**src/rtl/hp_iir5.sv**
```systemverilog
module hp_iir5 #(
  parameter int DW   = 16,
  parameter int CW   = 16,
  parameter int FRAC = 14,
  parameter logic signed [CW-1:0] S1_B0 = CW'(5266),
  parameter logic signed [CW-1:0] S1_B1 = CW'(-10532),
  parameter logic signed [CW-1:0] S1_B2 = CW'(5266),
  parameter logic signed [CW-1:0] S1_A1 = CW'(-2849),
  parameter logic signed [CW-1:0] S1_A2 = CW'(1830),
  parameter logic signed [CW-1:0] S2_B0 = CW'(7258),
  parameter logic signed [CW-1:0] S2_B1 = CW'(-14516),
  parameter logic signed [CW-1:0] S2_B2 = CW'(7258),
  parameter logic signed [CW-1:0] S2_A1 = CW'(-3927),
  parameter logic signed [CW-1:0] S2_A2 = CW'(8721),
  parameter logic signed [CW-1:0] S3_B0 = CW'(8836),
  parameter logic signed [CW-1:0] S3_B1 = CW'(-8836),
  parameter logic signed [CW-1:0] S3_A1 = CW'(-1289)
) (
  input  logic                 clk,
  input  logic                 rst,
  input  logic                 en,
  input  logic signed [DW-1:0] din,
  output logic signed [DW-1:0] dout
);

  localparam int AW = DW + CW + 3;

  function automatic logic signed [AW-1:0] xd(input logic signed [DW-1:0] v);
    return {{(AW-DW){v[DW-1]}}, v};
  endfunction

  function automatic logic signed [AW-1:0] xc(input logic signed [CW-1:0] v);
    return {{(AW-CW){v[CW-1]}}, v};
  endfunction

  function automatic logic signed [DW-1:0] fsat(input logic signed [AW-1:0] acc);
    logic signed [AW-1:0] sh;
    sh = acc >>> FRAC;
    if ((&sh[AW-1:DW-1]) || !(|sh[AW-1:DW-1]))
      return sh[DW-1:0];
    return sh[AW-1] ? {1'b1, {(DW-1){1'b0}}} : {1'b0, {(DW-1){1'b1}}};
  endfunction

  // input register and section-1 input history
  logic signed [DW-1:0] x_q, x_d1, x_d2;
  // output histories; section 2's feed section 3 as its input history
  logic signed [DW-1:0] u_d1, u_d2, v_d1, v_d2, w_d1;
  logic signed [AW-1:0] acc1, acc2, acc3;
  logic signed [DW-1:0] u, v;

  assign acc1 = xc(S1_B0) * xd(x_q)  + xc(S1_B1) * xd(x_d1) + xc(S1_B2) * xd(x_d2)
              - xc(S1_A1) * xd(u_d1) - xc(S1_A2) * xd(u_d2);
  assign u    = fsat(acc1);

  assign acc2 = xc(S2_B0) * xd(u)    + xc(S2_B1) * xd(u_d1) + xc(S2_B2) * xd(u_d2)
              - xc(S2_A1) * xd(v_d1) - xc(S2_A2) * xd(v_d2);
  assign v    = fsat(acc2);

  assign acc3 = xc(S3_B0) * xd(v_d1) + xc(S3_B1) * xd(v_d2) - xc(S3_A1) * xd(w_d1);
  assign dout = fsat(acc3);

  always_ff @(posedge clk or posedge rst) begin
    if (rst) begin
      x_q  <= '0;
      x_d1 <= '0;
      x_d2 <= '0;
      u_d1 <= '0;
      u_d2 <= '0;
      v_d1 <= '0;
      v_d2 <= '0;
      w_d1 <= '0;
    end else if (en) begin
      x_q  <= din;
      x_d1 <= x_q;
      x_d2 <= x_d1;
      u_d1 <= u;
      u_d2 <= u_d1;
      v_d1 <= v;
      v_d2 <= v_d1;
      w_d1 <= dout;
    end
  end

  a_r2_input_capture: assert property (@(posedge clk) disable iff (rst)
    en |=> x_q == $past(din));

  a_r2_mid_stage: assert property (@(posedge clk) disable iff (rst)
    en |=> v_d1 == $past(v));

  a_r5_output_frozen: assert property (@(posedge clk) disable iff (rst)
    !en |=> $stable(dout));

  a_r5_state_frozen: assert property (@(posedge clk) disable iff (rst)
    !en |=> $stable({x_q, x_d1, x_d2, u_d1, u_d2, v_d1, v_d2, w_d1}));

  a_r6_reset_clear: assert property (@(posedge clk)
    rst |-> (dout == '0 && x_q == '0));

endmodule

```
**config.mk**
```make
export PLATFORM = sky130hd
export DESIGN_NAME = hp_iir5
export DESIGN_NICKNAME = d
export VERILOG_FILES = /design/src/rtl/hp_iir5.sv
export SDC_FILE = /design/constraint.sdc
export NUM_CORES = 2
export LEC_CHECK = 0
export CORE_UTILIZATION = 30
export CTS_CLUSTER_DIAMETER = 50
export DETAILED_ROUTE_END_ITERATION = 6
export DONT_BUFFER_PORTS = 1
export PLACE_DENSITY = 0.46
export SKIP_LAST_GASP = 1
export SLEW_MARGIN = 10
export SYNTH_ARGS = -nofsm -noshare
export SYNTH_HDL_FRONTEND = slang
export SYNTH_SLANG_ARGS = --single-unit
export TNS_END_PERCENT = 10
```
**constraint.sdc**
```tcl
create_clock -name clk -period 22 [get_ports clk]
set_clock_uncertainty 0.2 [all_clocks]
set_input_delay 3.3 -clock clk [delete_from_list [all_inputs] [get_ports clk]]
set_output_delay 3.3 -clock clk [all_outputs]
set_load 0.01 [all_outputs]
```
==> results.json <==
{
  "outcome": "finished, final reports clean",
  "h-tree-depth": 4,
  "clock.fmax_mhz": 47.0,
  "finalSetupViolCount": 0,
  "wl_per_cell_um": 17.4,
  "syn-num-nets": 8824,
  "worst_path_max_delay_cell": "fa_1",
  "fin_area_um2": 68800,
  "slew_headroom_pct": 31.9,
  "portBuffers": 0,
  "grt_overflow": 0,
  "path_class": "reg2reg",
  "crit_top_cell": "fa_1",
  "numCtsBuffers": 17,
  "grt_first_pass_wirelength_um": 262000,
  "dp_worst_setup_slack_ns": -0.623,
  "cts.sinks": 128,
  "insertion_delay_ns": 0.55,
  "worst-slew-pin-transition_ns": 1.02,
  "syn2layout_area_growth_pct": 12.1,
  "start_kind": "flip-flop",
  "dp_cells": 9347,
  "multi_input_area_um2": 51300,
  "grt_usage_pct": 16.5,
  "die_w_um": 454,
  "yosysWarnings": 0,
  "finish.net_count": 9179,
  "wl_um": 164000,
  "drive_above_1_share_pct": 9.01,
  "ys_ff_latch": 128,
  "r2r-start": "x_d1[7]",
  "pin_count": 35,
  "place_area_um2": 67200,
  "gp_congestion": 0.846,
  "synth_ff_type": "dfrtp_1",
  "synth_edf_count": 0,
  "syn_inst": 6368,
  "core_um2": 203000,
  "drt_pass1_iterations": 5,
  "fin_cells": 9409,
  "clk_pin_slew_ns": 0.09,
  "placementRows": 165,
  "yosysSeqAreaShare_pct": 5.22,
  "worstSetupStartpoint": "x_d1[7]",
  "hold_class": "reg2reg",
  "netlist-cell-type-count": 76,
  "viasPerCell": 4.41,
  "async_reset_ff_share_pct": 100,
  "fin_crit_sh_pct": 96.7,
  "grt_start_max_net_pins": 211,
  "dp_hpwl_um": 145000,
  "ant_nets": 0,
  "cts_buffer_depth": 2,
  "cts_tree": "yes",
  "drc": 0,
  "rsz0062_at_grt": "yes",
  "cp_max_fo": 8,
  "period_needed_ns": 21.28,
  "vias": 41500,
  "postSynthAreaPerCell_um2": 9.64,
  "ctsHoldBuffers": 0,
  "slew_violations": 0,
  "antenna_found_initial": 2,
  "grt_pass1_vias": 46200,
  "regArea_um2": 3210,
  "hold_viol": 0,
  "min_from": "x_q[5]",
  "worstPathArrival_ns": 21.50,
  "cap_violations": 0,
  "root_buffer": "clkbuf_16",
  "start_util_pct": 30.3,
  "die_area_um2": 206000,
  "crit_path_max_incr_delay_ns": 0.58,
  "end_kind": "flip-flop",
  "syn-cell-area_um2": 61400,
  "drt_iter0_drc": 1291,
  "setup_slack_ns": 0.718,
  "die_h_um": 454,
  "worstPathRequired_ns": 22.22,
  "fillers": 21100
}
[layer usage]
layer,wire length [µm],global-route usage (%),vias up
met1,71200,19.9,20800
met2,87600,31.6,259
li1,-,-,20300
met3,1940,1.28,114
met5,0,0,-
met4,3170,3.58,0
[stage by stage]
stage          utilization, %  hold WS (ns)  setup TNS [ns]
2_1_floorplan               -         0.327               0
3_3_place_gp             33.2         0.389           -8.13
3_5_place_dp             33.2         0.412           -9.16
4_1_cts                  33.5         0.435               0
5_1_grt                  33.9         0.478           -3.06
6_report                 33.9         0.415               0
[registers in the layout, summed over array words and instances, names as in the netlist]
signal and flops:
u_d1 16, u_d2 16, v_d1 16, v_d2 16
w_d1 16, x_d1 16, x_d2 16, x_q 16
[cells in the mapped netlist, types with 15 or more instances]
master       n  area share [%]
dfrtp_1    128             5.2
a31oi_1     15            0.15
nor2_1     198             1.2
o221ai_1    15            0.21
nand2b_1    30            0.31
o21bai_1    28            0.34
mux2_2      37            0.68
o21ai_0    187             1.5
nand3_1     65            0.53
nor3_1      61            0.50
inv_1     1934              12
a21oi_1    208             1.7
or3_1       19            0.19
nor2b_1     29            0.30
ha_1      1278              26
xnor2_1    241             3.4
and3_1      29            0.30
fa_1      1159              38
xor2_1     113             1.6
a21o_1      54            0.66
mux2i_1     19            0.31
clkbuf_1    45            0.28
nand2_1    202             1.2
a211oi_1    21            0.26
or2_2       19            0.19
a21boi_0    19            0.23
o21a_1      25            0.31
[cell families (layout without fill, tap and decap cells)]
kind of cell,count (synthesis),count (layout),synth area share (%)
compound gates,699,699,7.27
xor+xnor,355,355,5.08
fa+ha+maj,2437,2437,63.9
buf+inv,1992,2359,12.2
flops,128,128,5.22
mux,57,57,1.01
other cells,0,1,0
simple gates,700,701,5.33
[critical path: cells and delay by family (launching register included)]
kind | cells | cell delay, ns
AOI/OAI and AO/OA | 25 | 4.71
xor gates and xnor gates | 2 | 0.30
adders and majority gates | 28 | 11.46
buffers and inverters | 24 | 2.04
DFF | 1 | 0.45
muxes | 2 | 0.45
and+or+nand+nor | 10 | 1.48
[layout by cell type, fill, tap and decap left out, types with 13 or more instances in the layout]
cell type  netlist  final
inv_1         1934   1927
ha_1          1278   1254
fa_1          1159   1154
buf_4            0    388
xnor2_1        241    233
nand2_1        202    200
nor2_1         198    196
a21oi_1        208    193
o21ai_0        187    174
dfrtp_1        128    123
xor2_1         113    113
nand3_1         65     65
nor3_1          61     60
a21o_1          54     52
mux2_2          37     37
nand2b_1        30     30
and3_1          29     29
nor2b_1         29     28
o21bai_1        28     28
o21a_1          25     25
ha_4             0     21
or3_1           19     19
a211oi_1        21     18
or2_2           19     18
mux2i_1         19     18
clkbuf_16        0     18
o221ai_1        15     15
a21boi_0        19     14
a21oi_2          1     13
a31oi_1         15     13
[what timing repair did]
item | in CTS | in global routing
pin swaps | 1 | 85
setup endpoints to repair | 16 | 16
cloned | 0 | 2
gates resized for setup | 17 | 118
buffers inserted | 0 | 27
[area by class of cell]
cell class | instances | share of cell area, %
inverters | 1934 | 10.6
diodes | 1 | 0.00364
repair buffers | 393 | 4.35
well taps | 2672 | 4.86
clock inverters | 13 | 0.289
clock buffers | 19 | 0.658
multi-input cells | 4249 | 74.6
flip-flops and latches | 128 | 4.67
[final timing paths]
| kind | to | slack (ns) | cells past startpoint |
|---|---|---|---|
| worst max register to register | v_d1[7] | 0.72 | 91 |
| min in group asynchronous | v_d2[0] | 2.60 | 1 |
| worst max-delay path | v_d1[7] | 0.72 | 91 |
| worst min register to register | x_q[5] | 0.41 | 1 |
| max in group asynchronous | v_d2[15] | 17.38 | 2 |
| worst min-delay path | x_q[5] | 0.41 | 1 |
Power is not shown: default switching activity piles up to over one toggle a cycle in this logic, so the estimate is an artifact.
